===== config.mk =====
export PLATFORM = sky130hd
export DESIGN_NAME = phycr_write_master
export DESIGN_NICKNAME = d
export VERILOG_FILES = /design/src/rtl/phycr_pkg.sv /design/src/rtl/phycr_init_seq.sv /design/src/rtl/phycr_hs_engine.sv /design/src/rtl/phycr_phy_port.sv /design/src/rtl/phycr_write_master.sv
export SDC_FILE = /design/constraint.sdc
export NUM_CORES = 1
export LEC_CHECK = 0
export BUFFER_PORTS_ARGS = -buffer_cell sky130_fd_sc_hd__buf_2
export CORE_UTILIZATION = 45
export DETAILED_ROUTE_END_ITERATION = 6
export PLACE_DENSITY = 0.79
export SLEW_MARGIN = 40
export SYNTH_ARGS = -nofsm -noshare
export SYNTH_HDL_FRONTEND = slang
export SYNTH_SLANG_ARGS = --single-unit

===== constraint.sdc =====
create_clock -name clk -period 2.7 [get_ports clk]
set_input_delay 0.135 -clock clk [delete_from_list [all_inputs] [get_ports clk]]
set_output_delay 0.135 -clock clk [all_outputs]
set_load 0.005 [all_outputs]

===== src/rtl/phycr_pkg.sv =====
package phycr_pkg;

    localparam int ADDR_W = 16;
    localparam int DATA_W = 16;

    // lane register map used by the initialisation run
    localparam logic [ADDR_W-1:0] LANE_REG_BASE   = 16'h1008;
    localparam logic [ADDR_W-1:0] LANE_REG_STRIDE = 16'h0100;

    // bit positions of the lane configuration word
    localparam int BIT_CDR_TRACK = 0;
    localparam int BIT_LOS_LEVEL = 5;
    localparam int BIT_TERM_ON   = 9;
    localparam int BIT_TERM_AC   = 10;
    localparam int BIT_PHY_ON    = 11;

    localparam logic [DATA_W-1:0] LANE_CFG_WORD =
        (DATA_W'(1) << BIT_CDR_TRACK) | (DATA_W'(1) << BIT_LOS_LEVEL) |
        (DATA_W'(1) << BIT_TERM_ON)   | (DATA_W'(1) << BIT_TERM_AC)   |
        (DATA_W'(1) << BIT_PHY_ON);

    typedef struct packed {
        logic [ADDR_W-1:0] addr;
        logic [DATA_W-1:0] data;
    } reg_wr_t;

    typedef enum logic [2:0] {
        HS_SETTLE,
        HS_IDLE,
        HS_SETUP,
        HS_WAIT_HI,
        HS_WAIT_LO
    } hs_state_e;

    function automatic logic [ADDR_W-1:0] lane_reg_addr(input int unsigned lane);
        return LANE_REG_BASE + ADDR_W'(LANE_REG_STRIDE * lane);
    endfunction

endpackage


===== src/rtl/phycr_init_seq.sv =====
module phycr_init_seq
    import phycr_pkg::*;
#(
    parameter int NPHY   = 2,
    parameter int NLANES = 4,
    parameter int PW     = 1
) (
    input  logic          clk,
    input  logic          rst,
    input  logic          start,
    input  logic          step_done,
    output logic          active,
    output logic          more,
    output logic [PW-1:0] nxt_phy,
    output reg_wr_t       nxt_wr
);
    localparam int STEPS = NPHY * NLANES;
    localparam int IW    = (STEPS > 1) ? $clog2(STEPS) : 1;
    localparam logic [IW-1:0] LAST = IW'(STEPS - 1);

    logic [IW-1:0] idx_q;
    logic          active_q;
    logic [IW-1:0] pick;
    int unsigned   pick_i;

    always_ff @(posedge clk) begin
        if (rst) begin
            active_q <= 1'b0;
            idx_q    <= '0;
        end else if (start) begin
            active_q <= 1'b1;
            idx_q    <= '0;
        end else if (step_done && active_q) begin
            if (idx_q == LAST) begin
                active_q <= 1'b0;
            end else begin
                idx_q <= idx_q + 1'b1;
            end
        end
    end

    always_comb begin
        pick        = start ? '0 : idx_q + 1'b1;
        pick_i      = int'(pick);
        nxt_phy     = PW'(pick_i / NLANES);
        nxt_wr.addr = lane_reg_addr(pick_i % NLANES);
        nxt_wr.data = LANE_CFG_WORD;
    end

    assign active = active_q;
    assign more   = active_q && (idx_q != LAST);

endmodule


===== src/rtl/phycr_hs_engine.sv =====
module phycr_hs_engine
    import phycr_pkg::*;
#(
    parameter int TMO_CYC    = 500,
    parameter int SETTLE_CYC = 10
) (
    input  logic clk,
    input  logic rst,
    input  logic load,
    input  logic ack,
    output logic sel_on,
    output logic idle,
    output logic wen,
    output logic done,
    output logic tmo_evt
);
    localparam int CMAX = (TMO_CYC > SETTLE_CYC) ? TMO_CYC : SETTLE_CYC;
    localparam int CW   = $clog2(CMAX + 1);

    hs_state_e     state_q, state_d;
    logic [CW-1:0] cnt_q, cnt_d;
    logic          wen_q, wen_d;
    logic          sel_q;
    logic          cnt_end;

    assign cnt_end = (cnt_q == CW'(TMO_CYC - 1));
    assign done    = (state_q == HS_WAIT_LO) && (!ack || cnt_end);
    assign tmo_evt = ((state_q == HS_WAIT_HI) && !ack && cnt_end) ||
                     ((state_q == HS_WAIT_LO) &&  ack && cnt_end);

    always_comb begin
        state_d = state_q;
        cnt_d   = cnt_q;
        wen_d   = wen_q;
        unique case (state_q)
            HS_SETTLE: begin
                if (cnt_q == CW'(SETTLE_CYC)) begin
                    state_d = HS_IDLE;
                    cnt_d   = '0;
                end else begin
                    cnt_d = cnt_q + 1'b1;
                end
            end
            HS_IDLE: begin
                if (load) state_d = HS_SETUP;
            end
            HS_SETUP: begin
                state_d = HS_WAIT_HI;
                wen_d   = 1'b1;
                cnt_d   = '0;
            end
            HS_WAIT_HI: begin
                if (ack || cnt_end) begin
                    state_d = HS_WAIT_LO;
                    wen_d   = 1'b0;
                    cnt_d   = '0;
                end else begin
                    cnt_d = cnt_q + 1'b1;
                end
            end
            HS_WAIT_LO: begin
                if (done) begin
                    state_d = load ? HS_SETUP : HS_IDLE;
                    cnt_d   = '0;
                end else begin
                    cnt_d = cnt_q + 1'b1;
                end
            end
            default: state_d = HS_IDLE;
        endcase
    end

    always_ff @(posedge clk) begin
        if (rst) begin
            state_q <= HS_SETTLE;
            cnt_q   <= '0;
            wen_q   <= 1'b0;
            sel_q   <= 1'b0;
        end else begin
            state_q <= state_d;
            cnt_q   <= cnt_d;
            wen_q   <= wen_d;
            sel_q   <= 1'b1;
        end
    end

    assign sel_on = sel_q;
    assign idle   = (state_q == HS_IDLE);
    assign wen    = wen_q;

endmodule


===== src/rtl/phycr_phy_port.sv =====
module phycr_phy_port
    import phycr_pkg::*;
#(
    parameter int PHY_ID = 0,
    parameter int PW     = 1
) (
    input  logic              clk,
    input  logic              rst,
    input  logic              load,
    input  logic [PW-1:0]     load_phy,
    input  reg_wr_t           load_wr,
    input  logic [PW-1:0]     cur_phy,
    input  logic              wen_any,
    input  logic              tmo_evt,
    input  logic              sel_on,
    output logic [ADDR_W-1:0] addr,
    output logic [DATA_W-1:0] data,
    output logic              wen,
    output logic              sel,
    output logic              err
);
    localparam logic [PW-1:0] ME = PW'(PHY_ID);

    reg_wr_t wr_q;
    logic    err_q;

    always_ff @(posedge clk) begin
        if (rst) begin
            wr_q  <= '0;
            err_q <= 1'b0;
        end else begin
            if (load && (load_phy == ME)) wr_q <= load_wr;
            if (tmo_evt && (cur_phy == ME)) err_q <= 1'b1;
        end
    end

    assign addr = wr_q.addr;
    assign data = wr_q.data;
    assign wen  = wen_any && (cur_phy == ME);
    assign sel  = sel_on;
    assign err  = err_q;

endmodule


===== src/rtl/phycr_write_master.sv =====
module phycr_write_master
    import phycr_pkg::*;
#(
    parameter int NPHY       = 2,
    parameter int NLANES     = 4,
    parameter int TMO_CYC    = 500,
    parameter int SETTLE_CYC = 10,
    parameter int PW         = (NPHY > 1) ? $clog2(NPHY) : 1
) (
    input  logic                   clk,
    input  logic                   rst,
    input  logic                   req_valid,
    output logic                   req_ready,
    input  logic [PW-1:0]          req_phy,
    input  logic [ADDR_W-1:0]      req_addr,
    input  logic [DATA_W-1:0]      req_data,
    input  logic                   init_start,
    output logic                   init_busy,
    output logic [NPHY-1:0]        phy_sel,
    output logic [NPHY*ADDR_W-1:0] phy_addr,
    output logic [NPHY*DATA_W-1:0] phy_wdata,
    output logic [NPHY-1:0]        phy_wen,
    input  logic [NPHY-1:0]        phy_ack,
    output logic                   tmo_pulse,
    output logic [NPHY-1:0]        tmo_err
);
    logic          eng_idle, eng_wen, eng_done, eng_tmo, eng_sel;
    logic          seq_more, seq_active, seq_start;
    logic [PW-1:0] seq_phy;
    reg_wr_t       seq_wr;

    logic          take_user, load;
    logic [PW-1:0] load_phy;
    reg_wr_t       load_wr;
    logic [PW-1:0] cur_phy_q;
    logic          ack_cur;
    logic          tmo_pulse_q;

    assign take_user = eng_idle && !init_start;
    assign seq_start = eng_idle && init_start;
    assign load      = (take_user && req_valid) || seq_start || (eng_done && seq_more);
    assign load_phy  = take_user ? req_phy : seq_phy;
    assign load_wr   = take_user ? reg_wr_t'{addr: req_addr, data: req_data} : seq_wr;
    assign ack_cur   = phy_ack[cur_phy_q];

    always_ff @(posedge clk) begin
        if (rst) begin
            cur_phy_q   <= '0;
            tmo_pulse_q <= 1'b0;
        end else begin
            if (load) cur_phy_q <= load_phy;
            tmo_pulse_q <= eng_tmo;
        end
    end

    phycr_hs_engine #(
        .TMO_CYC    (TMO_CYC),
        .SETTLE_CYC (SETTLE_CYC)
    ) u_engine (
        .clk     (clk),
        .rst     (rst),
        .load    (load),
        .ack     (ack_cur),
        .sel_on  (eng_sel),
        .idle    (eng_idle),
        .wen     (eng_wen),
        .done    (eng_done),
        .tmo_evt (eng_tmo)
    );

    phycr_init_seq #(
        .NPHY   (NPHY),
        .NLANES (NLANES),
        .PW     (PW)
    ) u_init (
        .clk       (clk),
        .rst       (rst),
        .start     (seq_start),
        .step_done (eng_done),
        .active    (seq_active),
        .more      (seq_more),
        .nxt_phy   (seq_phy),
        .nxt_wr    (seq_wr)
    );

    for (genvar g = 0; g < NPHY; g++) begin : g_port
        phycr_phy_port #(
            .PHY_ID (g),
            .PW     (PW)
        ) u_port (
            .clk      (clk),
            .rst      (rst),
            .load     (load),
            .load_phy (load_phy),
            .load_wr  (load_wr),
            .cur_phy  (cur_phy_q),
            .wen_any  (eng_wen),
            .tmo_evt  (eng_tmo),
            .sel_on   (eng_sel),
            .addr     (phy_addr[g*ADDR_W +: ADDR_W]),
            .data     (phy_wdata[g*DATA_W +: DATA_W]),
            .wen      (phy_wen[g]),
            .sel      (phy_sel[g]),
            .err      (tmo_err[g])
        );
    end

    assign req_ready = take_user;
    assign init_busy = seq_active;
    assign tmo_pulse = tmo_pulse_q;

endmodule


; After elaboration in Yosys (flattened, before gate mapping)
; Index checks and enable logic that the tools add are counted.
[word_totals]
regBits = 86
inputBits = 39
out_inout_bits = 73
wordCells = 88
[op_classes]
addsub = 3
n_lt_le_gt_ge = 1
eq_ne = 12
mux = 21
bitwise_logic = 3
n_reduce_logical = 34
[op_table]
columns = op, count
row1 = $pmux 9 s4, 1
row2 = $mux 32, 1
row3 = $mux 9, 3
row4 = $logic_and 1x1->1, 17
row5 = $mux 3, 5
row6 = $pmux 3 s5, 1
row7 = $add 13x10->14 const A, 1
row8 = $add 9x1->9 const B, 1
row9 = $eq 9x4->1 const B, 1
row10 = $eq 9x9->1 const B, 1
row11 = $mux 1, 8
row12 = $eq 3x2->1 const B, 2
row13 = $eq 3x3->1 const B, 2
row14 = $reduce_and 2->1, 3
row15 = $reduce_bool 2->1, 3
row16 = $logic_or 1x1->1, 5
row17 = $ne 2x1->1 const B, 2
row18 = $ne 2x2->1 const B, 2
row19 = $reduce_and 4->1, 1
row20 = $reduce_bool 4->1, 1
row21 = $add 3x1->3 const B, 1
row22 = $eq 3x1->1 const B, 1
row23 = $logic_not 3->1, 1
row24 = $ne 3x3->1 const B, 1
row25 = 6 further kinds, 9

; Longest topological paths before layout
; Gate-level depths: netlist of run 1.
[depth]
ltp_word = 10
depth_mapped = 8
depth_no_buf = 7

; Modules after synthesis
; From an unflattened synthesis of run 1, not the netlist that was laid out.
[hier_totals]
cells_unflattened = 504
area_unflattened_um2 = 5131.2
[modules_own_cells]
columns = module, n_inst, cells_each, area_per_inst_um2, seq_area_each_um2
row1 = phycr_phy_port at g_port[0].u_port, 1, 151, 1624.1, 660.6
row2 = phycr_phy_port at g_port[1].u_port, 1, 151, 1570.3, 660.6
row3 = phycr_hs_engine, 1, 97, 784.5, 280.3
row4 = phycr_write_master, 1, 50, 669.4, 40.0
row5 = phycr_init_seq, 1, 55, 483.0, 80.1

; Worst setup path before layout of run 1
; No wires, ideal clock.
[synth_path]
path_type = register -> register
startpoint = register u_engine.state_q[1]
endpoint = register g_port[0].u_port.wr_q (netlist bit g_port[0].u_port.addr[9])
setup_time_ns = 0.121
t_arrival_ns = 1.791
t_required_ns = 2.579
slack_ns = 0.787
stages_incl_launch_ff = 8
n_path_buf = 2
synth_period_minus_slack_ns = 1.913
cell_sequence = dfxtp_1 > buf_6 > or3b_4 > nor3b_4 > a21oi_2 > a221o_1 > buf_6 > mux2_4
[synth_via]
elab_chain_cells = 6
elab_cells_between_ends = 15
cone_classes = add/sub: 1 / eq/ne: 2 / mux: 3 / bitwise: 1 / reduce/logical: 8
[synth_lines]
columns = element, line_no
row1 = "start, declared", phycr_hs_engine.sv:20  ; hs_state_e state_q, state_d;
row2 = "start signal, assigned", phycr_hs_engine.sv:80  ; state_q <= state_d;
row3 = branches (longest 6 deep; another with $add 13x10->14), n/a
row4 = "end signal, assigned", phycr_phy_port.sv:32  ; if (load && (load_phy == ME)) wr_q <= load_wr;
row5 = "end, declared", phycr_phy_port.sv:24  ; reg_wr_t wr_q;
; Parallel ways; which one is timed is not known.
; A chain may end at the register's enable or synchronous reset.

; Final worst setup path of run 1
[layout_path]
startpoint = register u_engine.state_q[2]
endpoint = register g_port[0].u_port.wr_q (netlist bit g_port[0].u_port.data[0])
[layout_via]
elab_chain_cells = 6
elab_cells_between_ends = 14
cone_classes = eq/ne: 2 / mux: 3 / bitwise: 1 / reduce/logical: 8
[layout_lines]
columns = element, line_no
row1 = $eq 3x1->1, phycr_hs_engine.sv:88  ; assign idle = (state_q == HS_IDLE);
row2 = "$logic_and 1x1->1, on equally long branches", "phycr_write_master.sv:40, phycr_write_master.sv:39"
row3 = $mux 3 or $logic_and 1x1->1 (tied branches), "phycr_init_seq.sv:43, phycr_write_master.sv:41"
row4 = $mux 1 or $logic_or 1x1->1 (tied branches), "phycr_write_master.sv:42, phycr_write_master.sv:41"
row5 = $not 1->1 or $logic_or 1x1->1 (tied branches), "phycr_phy_port.sv:32, phycr_write_master.sv:41"
row6 = $logic_and 1x1->1, phycr_phy_port.sv:32
; Parallel ways exist; a longest one is shown, timed or not.

==> flow_summary.yaml, run 1 <==
outcome:
  status: "finished clean"
sta:
  relSlewSlack_pct: 61.6
  tightest_slew_ns: 0.561
  fin_crit_sh_pct: 83.5
  period_minus_slack_ns: 2.25
  setup_tns_ns: 0
  fin_ws_ns: 0.447
  whs_ns: 0.0426
  finalSetupViolations: 0
  max_freq_mhz: 444
  hold_viol: 0
  slew_viol_final: 0
  rsz0062_at_grt: "no"
  skew_ns: 0.0196
clock_tree:
  cts_tree: "yes"
  post-cts-setup-buffers: 0
  cts_inserted_buffers: 9
  insertion_delay_ns: 0.36
  hold_buffers: 0
  clock-sinks: 86
  root_buffer: "clkbuf_8"
  cts_resized: 0
  clock_path_buffers: 2
  cts.clk_slew.worst_paths_ns: 0.11
  h-tree-depth: 3
critical_path:
  startpoint_type: "flip-flop"
  arrival_ns: 2.49
  worstReg2RegStart: "u_engine.state_q[2]$_SDFFE_PP0P_"
  critPathMaxStageDelay_ns: 0.47
  worstRegToRegCells: 6
  cp-end-kind: "flip-flop"
  reg2reg_to: "g_port[0].u_port.data[0]$_SDFFE_PP0P_"
  slowest_stage: "dfxtp_1"
  path_max_fanout: 24
  endpoint: "g_port[0].u_port.data[0]$_SDFFE_PP0P_"
  worstPathCellList: "or3b_4 > nor3b_4 > a21oi_2 > a221o_2 > buf_12 > mux2i_1"
  critPathKind: "reg -> reg"
  r2r_slack_ns: 0.45
  crit_path_start: "u_engine.state_q[2]$_SDFFE_PP0P_"
  crit_required_ns: 2.94
cells_and_area:
  final_common_cell: "buf_2"
  mostFrequentLayoutCells: "111 x buf_2, 86 x dfxtp_1, 74 x nand2_1"
  fin_cells: 593
  fin_nets: 529
  area_growth_pct: 19.4
  final_design_area_no_fill_um2: 4470
  drive_gt1_share_pct: 29.3
  antenna_cells: 0
placement:
  numPortBuffers: 111
  place_ws_ns: 0.500
  gp_congestion: 0.861
  placed_area_um2: 4270
  dp_hpwl_um: 6140
  placed_cells_incl_taps: 577
power_and_ir_drop:
  pwr-share-comb_pct: 5.7
  power_leakage_nw: 2.33
  ir_drop_mv: 0.228
  clockPowerShare_pct: 38.1
  power_frac_seq_pct: 56.2
  p_int_mw: 1.70
  switchingPower_uw: 601
  p_per_area_nw_per_um2: 515
  swShare_pct: 26.1
logic_synthesis:
  ys_ff_latch: 86
  synth_nets: 431
  yosys_warnings: 0
  syn_inst: 388
  synth_area_um2: 3740
  synth_cell_types: 45
  synth_area_per_cell_um2: 9.65
  ys_top_cells_by_area: "dfxtp_1 46%, mux2i_1 18%, nand2_1 7.4%"
  yosysTopAreaCell: "dfxtp_1"
  yosysTopAreaCellShare_pct: 46.0
  yosysSeqAreaShare_pct: 46.0
drt:
  ant_nets: 0
  via_per_inst: 5.09
  route.detailed.drc: 0
  routed_wl_um: 8420
  avgRoutedWirePerCell_um: 14.2
  drt_first_pass_iters: 5
  vias: 3019
  drt_iter0_drc: 140
floorplanning:
  initial_core_util_pct: 47.5
  core_um2: 7890
  die_w_um: 93.2
  die_y_um: 93.2
  die_area_um2: 8690
  rows: 32
  ioPinCount: 112
global_route:
  track_usage_pct: 19.6
  grt_pass1_wl_um: 13300
  grt_antenna_before_repair: 0
  grt_pass1_vias: 2840
  grt_max_degree: 62
  grt.overflow.total: 0
hold_path:
  hold_path_class: "in -> reg"
flow_run:
  maxCapViolCount: 0
synth_stat cells, drive strengths merged:
cell type and count:
xor2 5, o21ai 8, a2111oi 1, buf 18, ha 4, a21o 3
xnor2 3, mux2 2, nand4b 2, and2 5, and3 3, a22o 2
nand2b 2, inv 7, nor4b 2, nor3 3, a221o 1, nor2 19
nand2 74, dfxtp 86, clkbuf 13, nand3b 1, o21bai 1, a32oi 1
nor4 1, nor3b 3, or3b 2, nand4 4, mux2i 67, or4b 1
nand3 25, o22a 1, a211oi 2, a21oi 10, nor2b 3, o31ai 2
or2 1
worst min-delay path by stage:
stage,startpoint,to,slack (ns),cells after the start
floorplan,req_addr[10],g_port[1].u_port.addr[10]$_SDFFE_PP0P_,0.31,2
global placement,req_addr[7],g_port[0].u_port.addr[7]$_SDFFE_PP0P_,0.43,3
detailed placement,req_data[7],g_port[0].u_port.data[7]$_SDFFE_PP0P_,0.43,3
CTS,req_data[1],g_port[0].u_port.data[1]$_SDFFE_PP0P_,0.03,3
global route,req_addr[14],g_port[0].u_port.addr[14]$_SDFFE_PP0P_,0.04,3
finish,req_data[1],g_port[0].u_port.data[1]$_SDFFE_PP0P_,0.04,3
layout make-up:
type	count	area, um^2
inverters	7	28.8
flip-flops and latches	86	1720
well taps	102	128
clock inverters	7	78.8
multi-input cells	264	1770
clock buffers	9	124
repair buffers	118	621
fillers	702	3420
worst max-delay path: cells and delay by family (launching register included):
| kind | cells | cell delay [ns] |
|---|---|---|
| buffers and inverters | 1 | 0.24 |
| multiplexers | 1 | 0.13 |
| AO/OA/AOI/OAI | 2 | 0.59 |
| flip-flops | 1 | 0.47 |
| AND/OR/NAND/NOR | 2 | 0.69 |
kinds of logic after synthesis:
group	share of synthesized area, %
adder cells (fa/ha/maj)	1.34
XOR/XNOR	1.87
buffers and inverters	7.08
multiplexers	18.6
AO/OA/AOI/OAI	6.05
flip-flops	46.0
AND/OR/NAND/NOR	19.1
stage by stage:
step	utilization, %	power [mW]
global route	56.7	2.39
finish	56.7	2.30
floorplan	-	1.40
CTS	56.7	2.32
detailed placement	54.1	1.45
global placement	54.1	1.45
state kept, by name, summed over array words and instances, names as in the netlist:
signal / cells
cur_phy_q: 1
u_engine.state_q: 3
g_port.u_port.err: 2
tmo_pulse: 1
u_init.active: 1
u_init.idx_q: 3
u_engine.wen: 1
u_engine.sel_on: 1
g_port.u_port.addr: 32
g_port.u_port.data: 32
u_engine.cnt_q: 9
per-layer routing:
layer	wire length, um	global-route usage, %	up-vias
met5	0	0	-
met4	152	9.87	0
met3	447	4.07	12
met2	4030	31.7	95
met1	3800	24.7	1395
li1	-	-	1517
power by group through the flow:
stage / Sequential (mW) / Combinational [mW] / Clock (mW)
final: 1.29 / 0.130 / 0.877
after global placement: 1.32 / 0.126 / 0
after CTS: 1.29 / 0.130 / 0.901
after detailed placement: 1.32 / 0.129 / 0
after floorplan: 1.32 / 0.0827 / 0
after global routing: 1.30 / 0.143 / 0.953
Power figures use the tool's default switching activity.
==> inputs of run 2 (changes only) <==
- clock period: 2.7 -> 2.15 ns (I/O delays scaled with it)
==> flow_summary.yaml, run 2 (synthesis results as in run 1) <==
clock_tree:
  clock_path_buffers: 2
  clock-sinks: 86
  root_buffer: "clkbuf_8"
  hold_buffers: 0
  h-tree-depth: 3
  cts.clk_slew.worst_paths_ns: 0.10
  cts_tree: "yes"
  cts_inserted_buffers: 9
  insertion_delay_ns: 0.36
placement:
  place_ws_ns: 0.0269
  numPortBuffers: 111
  gp_congestion: 0.827
  placed_cells_incl_taps: 580
  placed_area_um2: 4300
  dp_hpwl_um: 6240
floorplanning:
  ioPinCount: 112
  core_um2: 7890
  rows: 32
  die_y_um: 93.2
  die_area_um2: 8690
  die_w_um: 93.2
  initial_core_util_pct: 47.5
global_route:
  grt_pass1_vias: 2956
  grt_antenna_before_repair: 0
  grt_max_degree: 48
  grt.overflow.total: 0
  grt_pass1_wl_um: 13400
  track_usage_pct: 19.8
sta:
  finalSetupViolations: 0
  fin_ws_ns: 0.0910
  hold_viol: 0
  period_minus_slack_ns: 2.06
  slew_viol_final: 0
  skew_ns: 0.0116
  relSlewSlack_pct: 60.7
  rsz0062_at_grt: "no"
  tightest_slew_ns: 0.574
  max_freq_mhz: 486
  setup_tns_ns: 0
  fin_crit_sh_pct: 95.8
cells_and_area:
  area_growth_pct: 21.1
  mostFrequentLayoutCells: "111 x buf_2, 84 x dfxtp_1, 74 x nand2_1"
  fin_cells: 598
  ff_latch_area_um2: 1720
  fillers: 698
  fin_nets: 534
  multi_input_area_um2: 1780
  final_design_area_no_fill_um2: 4540
  final_core_util_pct: 57.5
  antenna_cells: 0
  final_common_cell: "buf_2"
  drive_gt1_share_pct: 30.8
drt:
  avgRoutedWirePerCell_um: 14.1
  drt_iter0_drc: 113
  route.detailed.drc: 0
  ant_nets: 0
  vias: 3055
  drt_first_pass_iters: 4
  routed_wl_um: 8420
  via_per_inst: 5.11
critical_path:
  crit_required_ns: 2.38
  critPathMaxStageDelay_ns: 0.42
  arrival_ns: 2.29
  slowest_stage: "or3b_4"
  critPathKind: "reg -> reg"
  cp-end-kind: "flip-flop"
  path_max_fanout: 21
  startpoint_type: "flip-flop"
  worstPathCellList: "or3b_4 > nor3b_4 > a21oi_2 > a221o_2 > buf_4 > mux2i_1"
power_and_ir_drop:
  ir_drop_mv: 0.336
  power_leakage_nw: 2.36
  p_per_area_nw_per_um2: 649
outcome:
  status: "finished clean"
hold_path:
  hold_path_class: "in -> reg"
flow_run:
  maxCapViolCount: 0
## run 2: final cells by class
class | instances | share of cell area, %
clock buffers | 9 | 2.73
clock inverters | 7 | 1.88
inverters | 7 | 0.579
multi-input cells | 264 | 39.2
flip-flops and latches | 86 | 38.0
well taps | 102 | 2.81
repair buffers | 123 | 14.8
## run 2: critical path: cells and delay by family, from the launching register on
| kind | cells | cell delay (ns) |
|---|---|---|
| and+or+nand+nor | 2 | 0.65 |
| AOI/OAI and AO/OA | 2 | 0.44 |
| DFF | 1 | 0.41 |
| buffers and inverters | 1 | 0.26 |
| muxes | 1 | 0.16 |
## run 2: layer usage
layer / track usage [%] / share of wire [%] / vias to the layer above / wire (um)
met1: 23.4 / 45 / 1421 / 3770
met5: 0 / 0 / - / 0
met2: 33.9 / 49 / 101 / 4090
met3: 5.61 / 5.5 / 10 / 462
met4: 7.56 / 1.1 / 0 / 94
li1: - / - / 1523 / -
## run 2: power breakdown
group,internal [mW],switching [mW]
combinational,0.0739,0.0932
clock,0.552,0.601
sequential,1.61,0.0158
## run 2: timing repair
action,in CTS,in global routing
hold endpoints to repair,0,0
resized for setup,0,4
endpoints found under the setup margin,0,36
setup buffers,0,2
## run 2: stage by stage
stage               hold WS [ns]  power [mW]
global placement           0.395        1.82
detailed placement         0.397        1.82
floorplan                  0.281        1.76
CTS                      0.00391        2.97
global route              0.0140        3.06
finish                    0.0151        2.94
## run 2: worst paths after layout
kind | from | to | slack (ns) | cells after the start
max | u_engine.state_q[2]$_SDFFE_PP0P_ | g_port[0].u_port.addr[2]$_SDFFE_PP0P_ | 0.09 | 6
min | req_data[2] | g_port[0].u_port.data[2]$_SDFFE_PP0P_ | 0.02 | 3
max reg2reg | u_engine.state_q[2]$_SDFFE_PP0P_ | g_port[0].u_port.addr[2]$_SDFFE_PP0P_ | 0.09 | 6
min reg2reg | g_port[0].u_port.data[10]$_SDFFE_PP0P_ | g_port[0].u_port.data[10]$_SDFFE_PP0P_ | 0.46 | 2
